`config.mk`:
```
export PLATFORM = sky130hd
export DESIGN_NAME = spi_cmd_master
export DESIGN_NICKNAME = d
export VERILOG_FILES = /design/src/rtl/spi_cmd_pkg.sv /design/src/rtl/spi_tick_gen.sv /design/src/rtl/spi_shift_core.sv /design/src/rtl/spi_cmd_master.sv
export SDC_FILE = /design/constraint.sdc
export NUM_CORES = 1
export LEC_CHECK = 0
export BUFFER_PORTS_ARGS = -buffer_cell sky130_fd_sc_hd__buf_2
export CAP_MARGIN = 20
export CORE_ASPECT_RATIO = 0.5
export CORE_MARGIN = 4
export CORE_UTILIZATION = 45
export DETAILED_ROUTE_END_ITERATION = 8
export PLACE_DENSITY = 0.66
export SLEW_MARGIN = 20
export SYNTH_ARGS = -nofsm -noshare
export SYNTH_HDL_FRONTEND = slang
export SYNTH_HIERARCHICAL = 1
export SYNTH_SLANG_ARGS = --single-unit
```
`constraint.sdc`:
```
create_clock -name clk -period 5.37 [get_ports clk]
set_input_delay 1.3425 -clock clk [delete_from_list [all_inputs] [get_ports clk]]
set_output_delay 1.3425 -clock clk [all_outputs]
set_load 0.05 [all_outputs]
```
`src/rtl/spi_cmd_pkg.sv`:
```
package spi_cmd_pkg;
  localparam int WORD_W = 16;
  localparam int LEN_W  = 4;
  localparam int NB_W   = $clog2(WORD_W) + 1;

  typedef enum logic [1:0] {OP_INIT, OP_XFER, OP_BAD} op_kind_e;

  typedef struct packed {
    op_kind_e          kind;
    logic              cpol;
    logic              is_tx;
    logic [NB_W-1:0]   nbits;
  } cmd_dec_t;

  function automatic cmd_dec_t decode_cmd(input logic [7:0] b);
    cmd_dec_t d;
    case (b[7:4])
      4'h0:                   d.kind = OP_INIT;
      4'h2, 4'h6, 4'hA, 4'hE: d.kind = OP_XFER;
      default:                d.kind = OP_BAD;
    endcase
    d.cpol  = b[6];
    d.is_tx = b[7];
    d.nbits = (b[LEN_W-1:0] == '0) ? NB_W'(WORD_W) : NB_W'(b[LEN_W-1:0]);
    return d;
  endfunction
endpackage

```
`src/rtl/spi_tick_gen.sv`:
```
module spi_tick_gen #(
  parameter int PRE_LOG2 = 1,
  parameter int RELOAD_W = 8
) (
  input  logic                clk,
  input  logic                rst_n,
  input  logic                restart,
  input  logic [RELOAD_W-1:0] reload,
  output logic                tick
);
  logic [RELOAD_W-1:0] tmr_q, reload_q;
  logic                pre_wrap;

  generate
    if (PRE_LOG2 == 0) begin : g_nopre
      assign pre_wrap = 1'b1;
    end else begin : g_pre
      logic [PRE_LOG2-1:0] pre_q;
      always_ff @(posedge clk or negedge rst_n) begin
        if (!rst_n)       pre_q <= '0;
        else if (restart) pre_q <= '0;
        else              pre_q <= pre_q + 1'b1;
      end
      assign pre_wrap = &pre_q;

      tick_gap_chk: assert property (@(posedge clk) disable iff (!rst_n)
        tick |=> !tick);
    end
  endgenerate

  assign tick = pre_wrap && (&tmr_q) && !restart;

  always_ff @(posedge clk or negedge rst_n) begin
    if (!rst_n) begin
      tmr_q    <= '0;
      reload_q <= '0;
    end else if (restart) begin
      tmr_q    <= reload;
      reload_q <= reload;
    end else if (pre_wrap) begin
      tmr_q <= (&tmr_q) ? reload_q : tmr_q + 1'b1;
    end
  end
endmodule

```
`src/rtl/spi_shift_core.sv`:
```
module spi_shift_core
  import spi_cmd_pkg::*;
(
  input  logic              clk,
  input  logic              rst_n,
  input  logic              start,
  input  logic              tick,
  input  logic              cpol,
  input  logic              is_tx,
  input  logic [NB_W-1:0]   nbits,
  input  logic [WORD_W-1:0] tx_word,
  input  logic              miso,
  output logic              busy,
  output logic              done,
  output logic              sclk,
  output logic              mosi,
  output logic              cs_rx_n,
  output logic              cs_tx_n,
  output logic [WORD_W-1:0] rx_word
);
  localparam int CNT_W = NB_W + 1;

  logic [CNT_W-1:0]  cnt_q;
  logic [WORD_W-1:0] sh_q, aligned;

  assign aligned = tx_word << (NB_W'(WORD_W) - nbits);
  assign done    = busy && tick && (cnt_q == '0);

  always_ff @(posedge clk or negedge rst_n) begin
    if (!rst_n) begin
      busy    <= 1'b0;
      cnt_q   <= '0;
      sh_q    <= '0;
      sclk    <= 1'b0;
      mosi    <= 1'b0;
      cs_rx_n <= 1'b1;
      cs_tx_n <= 1'b1;
      rx_word <= '0;
    end else if (start) begin
      busy    <= 1'b1;
      cnt_q   <= {nbits, 1'b0};
      sh_q    <= aligned;
      sclk    <= cpol;
      mosi    <= aligned[WORD_W-1];
      cs_rx_n <= is_tx;
      cs_tx_n <= !is_tx;
    end else if (busy && tick) begin
      if (cnt_q == '0) begin
        busy    <= 1'b0;
        cs_rx_n <= 1'b1;
        cs_tx_n <= 1'b1;
        rx_word <= sh_q;
      end else begin
        cnt_q <= cnt_q - 1'b1;
        if (!sclk) begin
          sclk <= 1'b1;
          sh_q <= {sh_q[WORD_W-2:0], miso};
        end else begin
          sclk <= 1'b0;
          mosi <= sh_q[WORD_W-1];
        end
      end
    end
  end


  sclk_on_tick_chk: assert property (@(posedge clk) disable iff (!rst_n)
    (!tick && !start) |=> $stable(sclk));

  mosi_hold_chk: assert property (@(posedge clk) disable iff (!rst_n)
    (busy && $past(busy) && sclk) |-> $stable(mosi));

  cs_onehot_chk: assert property (@(posedge clk) disable iff (!rst_n)
    $onehot0({!cs_rx_n, !cs_tx_n}));

  cs_idle_chk: assert property (@(posedge clk) disable iff (!rst_n)
    !busy |-> (cs_rx_n && cs_tx_n));
endmodule

```
`src/rtl/spi_cmd_master.sv`:
```
module spi_cmd_master
  import spi_cmd_pkg::*;
#(
  parameter int PRE_LOG2 = 1
) (
  input  logic        clk,
  input  logic        rst_n,
  input  logic        cmd_valid,
  output logic        cmd_ready,
  input  logic [7:0]  cmd_byte,
  input  logic [15:0] tx_word,
  input  logic [7:0]  reload,
  input  logic        miso,
  output logic        sclk,
  output logic        mosi,
  output logic        cs_rx_n,
  output logic        cs_tx_n,
  output logic [15:0] rx_word,
  output logic        init_done,
  output logic        busy,
  output logic        cmd_err,
  output logic        tx_done,
  output logic        rx_done
);
  cmd_dec_t dec;
  logic     accept, start, tick, done;

  assign dec       = decode_cmd(cmd_byte);
  assign cmd_ready = !busy;
  assign accept    = cmd_valid && cmd_ready;
  assign start     = accept && (dec.kind == OP_XFER);

  spi_tick_gen #(.PRE_LOG2(PRE_LOG2), .RELOAD_W(8)) u_tick (
    .clk(clk), .rst_n(rst_n), .restart(start), .reload(reload), .tick(tick)
  );

  spi_shift_core u_core (
    .clk(clk), .rst_n(rst_n), .start(start), .tick(tick),
    .cpol(dec.cpol), .is_tx(dec.is_tx), .nbits(dec.nbits),
    .tx_word(tx_word), .miso(miso), .busy(busy), .done(done),
    .sclk(sclk), .mosi(mosi), .cs_rx_n(cs_rx_n), .cs_tx_n(cs_tx_n),
    .rx_word(rx_word)
  );

  always_ff @(posedge clk or negedge rst_n) begin
    if (!rst_n) begin
      init_done <= 1'b0;
      cmd_err   <= 1'b0;
      tx_done   <= 1'b0;
      rx_done   <= 1'b0;
    end else begin
      if (accept) begin
        cmd_err <= (dec.kind == OP_BAD);
        if (dec.kind == OP_INIT) init_done <= 1'b1;
      end
      if (start) begin
        tx_done <= 1'b0;
        rx_done <= 1'b0;
      end else if (done) begin
        if (!cs_tx_n) tx_done <= 1'b1;
        if (!cs_rx_n) rx_done <= 1'b1;
      end
    end
  end


  err_hold_chk: assert property (@(posedge clk) disable iff (!rst_n)
    !accept |=> $stable(cmd_err));

  busy_ignore_chk: assert property (@(posedge clk) disable iff (!rst_n)
    (busy && cmd_valid && !done) |=> (busy && $stable({cs_rx_n, cs_tx_n, init_done})));

  flags_clear_chk: assert property (@(posedge clk) disable iff (!rst_n)
    $rose(busy) |-> !(tx_done || rx_done));

  init_sticky_chk: assert property (@(posedge clk) disable iff (!rst_n)
    init_done |=> init_done);
endmodule

```
Word-level counts from Yosys, hierarchy flattened
Cells that the tools add are included.

storage, ports and cells
  bits in registers = 64
  input port bits = 36
  output and inout bits = 26
  logic and storage cells = 93

cells by class
  add/sub/neg operators = 4
  equal/unequal tests = 10
  shifts and indexed selects = 1
  multiplexer cells = 34
  bitwise operators = 1
  reductions and logical operators = 28

operators with widths
  operator                                              count
  2-to-1 mux 16 bit                                     4
  2-to-1 mux 8 bit                                      3
  2-to-1 mux 1 bit                                      22
  2-to-1 mux 6 bit                                      3
  left shift 16 x 5 -> 16 bit                           1
  AND reduction 2 bit                                   5
  nonzero test 2 bit                                    5
  AND reduction 3 bit                                   3
  adder 8 x 1 -> 8 bit (second input constant)          1
  equality test 4 bit (second input constant)           2
  zero test 4 bit                                       2
  != test 2 bit (second input constant)                 4
  AND reduction 8 bit                                   1
  logical AND 1 bit                                     6
  zero test 6 bit                                       1
  subtractor 6 x 1 -> 6 bit (second input constant)     1
  2-to-1 mux 5 bit                                      1
  subtractor 5 bit (first input constant)               1
  equality test 4 x 2 -> 1 bit (second input constant)  1
  equality test 4 x 3 -> 1 bit (second input constant)  1
  case mux 2 bit (2 select lines)                       1
  OR reduction 4 bit                                    1
  zero test 1 bit                                       3
  equality test 2 x 1 -> 1 bit (second input constant)  1
  other kinds (4)                                       4

Logic depth before layout (Yosys ltp)
Gate-level depths: netlist of run 1.

  depth after elaboration = 11
  depth in mapped cells = 11
  mapped depth without buffers = 8

By module
Netlist of run 1, hierarchy kept.

modules (own cells, without submodules)
  module          times used  cells each  area an instance (um2)  sequential area each (um2)
  spi_shift_core  1           236         2608.8                  1078.5
  spi_tick_gen    1           85          874.6                   425.4
  spi_cmd_master  1           23          229.0                   100.1

Worst setup path after synthesis of run 1
Ideal clock, no wire load.

  path kind = input to register
  start point = in cmd_byte[0]
  end point = reg u_core.mosi
  library setup time = 0.077 ns
  arrival time = 3.420 ns
  data required time = 5.293 ns
  path slack = 1.873 ns
  stages = 9
  path buffers = 3
  cells stage by stage = clkbuf_1 buf_2 buf_4 inv_1 ha_1 xor2_2 mux4_1 o22a_1 o21ai_1

between the ends
  longest elaborated chain between the ends = 5

RTL lines
  element                        line                  RTL
  start, declared                spi_cmd_master.sv:10  input logic [7:0] cmd_byte,
  zero test 4 bit                spi_cmd_pkg.sv:24     d.nbits = (b[LEN_W-1:0] == '0) ? NB_W'(WORD_W) : NB_W'(b[LEN_W-1:0]);
  2-to-1 mux 5 bit *             spi_cmd_pkg.sv:24
  subtractor 5 bit *             spi_shift_core.sv:26  assign aligned = tx_word << (NB_W'(WORD_W) - nbits);
  left shift 16 x 5 -> 16 bit *  spi_shift_core.sv:26
  2-to-1 mux 1 bit *             spi_shift_core.sv:39  end else if (start) begin
  end signal, assigned           spi_shift_core.sv:44  mosi <= aligned[WORD_W-1];
  end signal, assigned           spi_shift_core.sv:60  mosi <= sh_q[WORD_W-1];
  end, declared                  spi_shift_core.sv:16  output logic mosi,

Mark *: on every way between the ends. The rest lies on a longest branch, timed or not.
A chain may end at the register's enable or synchronous reset.

Final worst setup path of run 1
  start point = in cmd_byte[4]
  end point = reg u_core.sh_q[8]

between the ends
  longest elaborated chain between the ends = 10
  elaborated cells between the ends (all ways) = 17
  classes of those cells = 7 x eq/ne; 2 x mux; 8 x reduce/logical

RTL lines
  element                                               line                  RTL
  equality test 4 x 2 -> 1 bit (tied with other cells)  spi_cmd_pkg.sv:17     case (b[7:4])
  OR reduction 4 bit                                    spi_cmd_pkg.sv:17
  case mux 2 bit (2 select lines) *                     spi_cmd_pkg.sv:17
  equality test 2 x 1 -> 1 bit *                        spi_cmd_master.sv:31  assign start = accept && (dec.kind == OP_XFER);
  logical AND 1 bit *                                   spi_cmd_master.sv:31
  net start                                             spi_cmd_master.sv:26  logic accept, start, tick, done;
  zero test 1 bit *                                     spi_tick_gen.sv:31    assign tick = pre_wrap && (&tmr_q) && !restart;
  logical AND 1 bit *                                   spi_tick_gen.sv:31
  net tick                                              spi_cmd_master.sv:26
  logical AND 1 bit *                                   spi_shift_core.sv:47  end else if (busy && tick) begin
  nonzero test 2 bit (no source line) *                 --
  AND reduction 3 bit (no source line) *                --
  end signal, assigned                                  spi_shift_core.sv:42  sh_q <= aligned;
  end signal, assigned                                  spi_shift_core.sv:57  sh_q <= {sh_q[WORD_W-2:0], miso};
  end, declared                                         spi_shift_core.sv:24  logic [WORD_W-1:0] sh_q, aligned;

The timed path passes the listed nets; every way through them passes the cells marked *.

==> flow_summary.ini, run 1 <==
[finish]
fin_area_sq_mm = 0.004389
stdcell_count = 515
n_antenna_cell = 0
areaGrowthSynthToFinish_pct = 18.23
final_common_cell = dfrtp_1
multi_input_area_sq_mm = 0.001943
nets = 438
drive_gt1_share_pct = 31.02
final_cell_mix = dfrtp_1 (62), buf_2 (61), mux2i_1 (39)
nFillCells = 726
seqCellArea_sq_mm = 0.001604

[power_and_ir_drop]
ir_drop_uv = 222.1
swShare_pct = 34.72
leakage_nw = 2.162
power_w = 0.002044
seq_power_share_pct = 38.9
intPower_w = 0.001335
clkPwrFrac_pct = 30.6
power.switching_w = 0.0007097
combPwrFrac_pct = 30.4
cellPowerDensity_mw_per_mm2 = 465.8

[floorplan]
ios = 62
start_util_pct = 46.40
rows = 23
die_x_um = 136.5
die-area_sq_mm = 0.009855
coreArea_sq_mm = 0.008000
fp.dieH_um = 72.23

[yosys]
synth_ff_type = dfrtp_1
netlist.top_cell.by_area = dfrtp_1
synthTopCellsByArea = dfrtp_1 (42%), mux2i_1 (11%), mux2_4 (4.9%), mux2_2 (3.3%), nor2_1 (2.7%)
mappedNetlistNets = 384
synth_seq_cells = 64
synth_area_sq_mm = 0.003712
synth_mux_area_share_pct = 21.23
synth_compound_area_share_pct = 14.26
ys_seq_area_share_pct = 43.21
syn_avg_cell_area_sq_um = 10.79
synthSimpleGateAreaFrac_pct = 12.98
synth_edf_count = 0
synthXorXnorAreaFrac_pct = 2.528
synth_top_family_by_area = multiplexers
synth_top_area_share_pct = 41.79
ys_types = 59
syn_inst = 344
async_flop_share_pct = 100.0
synth_fa_ha_area_share_pct = 1.348
ys_warn_count = 6

[global_route]
overflow = 0
first_global_vias = 2830
grt_max_degree = 65
antenna_found_initial = 0
grt_usage_pct = 17.54
grt_pass1_wl_mm = 13.63

[route]
wl_per_cell_um = 15.53
drc = 0
via_per_inst = 5.408
met3_length_um = 294
drtIter0Drc = 208
routed.top_layer = met4
met2_length_mm = 3.854
drt.antenna.violating_nets = 0
drt_pre_antenna_iters = 4
wl_met1_mm = 3.803
routed_wl_mm = 7.999
num_vias = 2785

[sta]
rsz0062_at_grt = false
tns_ns = 0
setup_violations = 0
slew_viol_final = 0
hold_viol = 0
max_freq_mhz = 280.6
finClkSkew_ns = 0.007219
min_period_ns = 3.564
worstMarginPinSlew_ns = 0.8995
fin_crit_sh_pct = 66.36
relSlewSlack_pct = 40.03

[worst_setup_path]
critPathMostFrequentCell = nand2b_1
crit_buf_inv = 1
crit_type = input pin to register
critPathMaxFanout = 32
start_kind = input pin
crit_family = simple AND/OR/NAND/NOR gates
crit_path_top_delay_cell = and4bb_4
cp_cell_sequence = buf_2 > and4bb_4 > nand2b_1 > nor2_1 > nand2_1 > a211o_1 > nand2b_1 > o22a_1
rrSetupSlack_ns = 2.47
worstPathRequired_ns = 5.58
cp_slowest_stage_delay_ns = 0.58
endpoint_kind = register
arrival_ns = 3.77

[clock_network]
ctsHoldBuffers = 0
cts_tree = built
cts_made_buffers = 9
postCtsSetupRepairBufs = 0
cts_resized = 0
cts.sinks = 64
clkLatencyLatePin_ns = 0.32
cts_root_buf = clkbuf_16
clkTransAtPathRegs_ns = 0.05
clk_path_buf_depth = 2
htreeDepth = 3

[placed_design]
place_congestion = 0.8276
portBuffers = 61
dp_hpwl_mm = 5.786
dpl_cell_area_sq_mm = 0.004064
dp_cells = 499

[job]
max_cap_violations = 0

[outcome]
status = finished clean

[min_path]
min_path_type = register to register
## power by group through the flow
stage          Combinational, W  Clock, W  Sequential (W)
6_report               0.000622  0.000626        0.000796
5_1_grt                0.000683  0.000670        0.000821
4_1_cts                0.000628  0.000641        0.000796
3_5_place_dp           0.000622         0        0.000802
3_3_place_gp           0.000604         0        0.000794
2_1_floorplan          0.000382         0        0.000879
## path summary, 6_finish.rpt
path	from	end	depth (start not counted)
hold reg to reg	init_done	init_done	1
min in group asynchronous	rst_n	u_core/sclk	2
setup reg to reg	u_core/busy	u_core/sh_q[8]	7
hold / removal	init_done	init_done	1
max in group asynchronous	rst_n	u_tick/tmr_q[2]	2
setup / recovery	cmd_byte[4]	u_core/sh_q[8]	8
## synth_stat cells (2+ instances only)
cell type,instances
a21oi_1,5
a21oi_2,4
a22oi_1,3
a31oi_1,4
and2b_2,2
and3_1,2
buf_2,4
buf_6,2
clkbuf_1,11
dfrtp_1,62
dfstp_2,2
ha_1,4
inv_1,14
mux2_2,11
mux2_4,12
mux2i_1,39
mux4_2,3
nand2_1,24
nand2b_1,7
nand3_1,6
nor2_1,27
nor3_1,6
nor3b_1,2
nor3b_2,2
o21a_1,9
o21ai_0,18
o21ai_1,2
o21bai_1,5
o22a_1,5
o22ai_1,8
o31a_1,2
o31ai_1,2
o32ai_1,2
or2_2,2
or3_1,2
xnor2_1,2
xor2_1,5
## state kept, by name (all words and copies together), names as in the netlist
signal              flops
u_core/rx_word         16
u_core/sh_q            16
u_tick/reload_q         8
u_tick/tmr_q            8
u_core/cnt_q            6
cmd_err                 1
init_done               1
rx_done                 1
tx_done                 1
u_core/busy             1
u_core/cs_rx_n          1
u_core/cs_tx_n          1
u_core/mosi             1
u_core/sclk             1
u_tick/g_pre.pre_q      1
## area by class of cell
cell class,count,area share (%)
inverters,15,1.283
multi-input cells,245,44.27
clock inverters,3,1.482
flip-flops and latches,64,36.55
well taps,112,3.193
repair buffers,63,7.298
clock buffers,13,5.929
## kinds of logic (layout without fill, tap and decap cells)
group	Yosys count	after routing
xor gates and xnor gates	9	9
buffers and inverters	35	94
adders and majority gates	4	4
and+or+nand+nor	89	89
muxes	66	66
DFF	64	64
AOI/OAI and AO/OA	77	77
## metal layers
| layer | up-vias | GRT usage [%] |
|---|---|---|
| met5 | - | 0 |
| met1 | 1372 | 23.28 |
| li1 | 1351 | - |
| met2 | 56 | 27.67 |
| met3 | 6 | 6.163 |
| met4 | 0 | 4.693 |
## through the flow
stage	setup WS, ns	utilization [%]	hold slack, ns
5_1_grt	1.626	54.86	0.5094
4_1_cts	1.840	54.86	0.4672
3_3_place_gp	1.601	50.80	0.4346
6_report	1.806	54.86	0.4669
2_1_floorplan	1.873	-	0.4776
3_5_place_dp	1.496	50.80	0.4548
## worst reg2reg max path: cells and delay by family, from the launching register on
family             cells  cell delay, ns
AOI/OAI and AO/OA      2            0.82
and+or+nand+nor        5            1.52
DFF                    1            0.45
No activity file was read; power rests on OpenSTA's default activity.
==> run 2, diff against run 1 <==
==> constraint.sdc (replaced) <==
create_clock -name clk -period 3.3 [get_ports clk]
set_input_delay 0.825 -clock clk [delete_from_list [all_inputs] [get_ports clk]]
set_output_delay 0.825 -clock clk [all_outputs]
set_load 0.05 [all_outputs]
==> run 2 against run 1 <==
Against the previous run:
- worst hold slack lost 0.019 ns
- sequential share of layout area did not move
- design area unchanged
- clock power is 44% higher
- clock-buffer cell count did not move
- largest cell class unchanged
==> flow_summary.ini, run 2 (synthesis results as in run 1) <==
[finish]
stdcell_count = 519
reg.largest.list = u_core/rx_word (16), u_core/sh_q (16)
n_antenna_cell = 0
final_common_cell = dfrtp_1
nFillCells = 736
drive_gt1_share_pct = 31.20
nets = 442
areaGrowthSynthToFinish_pct = 18.23
final_cell_mix = dfrtp_1 (62), buf_2 (61), mux2i_1 (39)

[worst_setup_path]
crit_type = input pin to register
rrSetupSlack_ns = 0.82
reg2reg_depth = 6
arrival_ns = 2.83
start_kind = input pin
worstPathRequired_ns = 3.51
r2r-end = u_core/rx_word[3]
r2r-start = u_tick/tmr_q[3]
critPathMaxFanout = 16
endpoint_kind = register

[sta]
slew_viol_final = 0
finClkSkew_ns = 0.006915
worstMarginPinSlew_ns = 0.8798
tns_ns = 0
relSlewSlack_pct = 41.35
hold_viol = 0
fin_crit_sh_pct = 79.52
max_freq_mhz = 381.1
rsz0062_at_grt = false
min_period_ns = 2.624
setup_violations = 0

[route]
drc = 0
drt_pre_antenna_iters = 5
met3_length_um = 359
wl_per_cell_um = 15.65
wl_met1_mm = 3.733
routed_wl_mm = 8.121
drtIter0Drc = 194
via_per_inst = 5.383
num_vias = 2794
routed.top_layer = met4
met2_length_mm = 3.957
drt.antenna.violating_nets = 0

[clock_network]
postCtsSetupRepairBufs = 0
clk_path_buf_depth = 2
ctsHoldBuffers = 0
htreeDepth = 3
clkLatencyLatePin_ns = 0.33
cts_made_buffers = 9
cts_resized = 0
cts_tree = built
clkTransAtPathRegs_ns = 0.05
cts.sinks = 64
cts_root_buf = clkbuf_16

[floorplan]
fp.dieH_um = 72.23
coreArea_sq_mm = 0.008000
die_x_um = 136.5
die-area_sq_mm = 0.009855
rows = 23
start_util_pct = 46.40
ios = 62

[global_route]
grt_pass1_wl_mm = 13.82
overflow = 0
antenna_found_initial = 0
grt_max_degree = 65
grt_usage_pct = 17.64
first_global_vias = 2892

[power_and_ir_drop]
ir_drop_uv = 292.9
seq_power_share_pct = 40.3
combPwrFrac_pct = 31.6
swShare_pct = 35.79
leakage_nw = 2.157
clkPwrFrac_pct = 28.1
power.switching_w = 0.001149
cellPowerDensity_mw_per_mm2 = 731.1
intPower_w = 0.002060

[placed_design]
portBuffers = 61
place_congestion = 0.8607
dp_cells = 503
dp_hpwl_mm = 5.872

[min_path]
min_path_type = register to register
holdPathStages = 1
worstHoldEndpoint = init_done
min_from = init_done

[outcome]
status = finished clean

[job]
max_cap_violations = 0
-- run 2: per-stage QoR --
stage	utilization [%]	area, sq um	worst slack, ns	power, W	hold WS [ns]
6_report	54.86	4389	0.6759	0.003209	0.4483
2_1_floorplan	-	3712	0.3205	0.002052	0.4776
5_1_grt	54.86	4389	0.5340	0.003409	0.4893
4_1_cts	54.86	4389	0.6742	0.003244	0.4518
3_3_place_gp	51.33	4106	0.3971	0.002278	0.4342
3_5_place_dp	51.33	4106	0.3277	0.002322	0.4393
-- run 2: worst max path at each step --
stage,startpoint,end,slack [ns],cells after the start
2_1_floorplan,cmd_byte[0],u_core/mosi,0.32,9
3_3_place_gp,cmd_byte[4],u_core/rx_word[11],0.40,7
3_5_place_dp,cmd_byte[4],u_core/rx_word[8],0.33,7
4_1_cts,cmd_byte[4],u_core/rx_word[10],0.67,7
5_1_grt,cmd_byte[0],u_core/sh_q[0],0.53,8
6_report,cmd_byte[4],u_core/rx_word[10],0.68,7
-- run 2: worst max-delay path: stages --
cell,delay [ns]
buf_2,0.11
and4bb_4,0.34
nand2b_1,0.21
nor2_1,0.07
nand2_1,0.14
or3_1,0.71
mux2_2,0.41
-- run 2: power by group through the flow --
stage	sequential, W	combinational (W)	clock [W]
5_1_grt	0.00133	0.00110	0.000970
3_3_place_gp	0.00129	0.000988	0
6_report	0.00129	0.00101	0.000901
4_1_cts	0.00129	0.00102	0.000929
2_1_floorplan	0.00143	0.000621	0
3_5_place_dp	0.00130	0.00102	0
-- run 2: layout make-up --
cell class	count	area (sq um)	area share [%]
clock buffers	13	240.2	5.473
inverters	15	56.30	1.283
repair buffers	67	362.8	8.267
multi-input cells	245	1943	44.27
well taps	112	140.1	3.193
clock inverters	3	42.54	0.9692
flip-flops and latches	64	1604	36.55
-- run 2: per-layer routing --
layer	global-route usage (%)	vias to the layer above
li1	-	1356
met1	22.62	1379
met2	28.66	51
met3	6.025	8
met4	5.251	0
met5	0	-
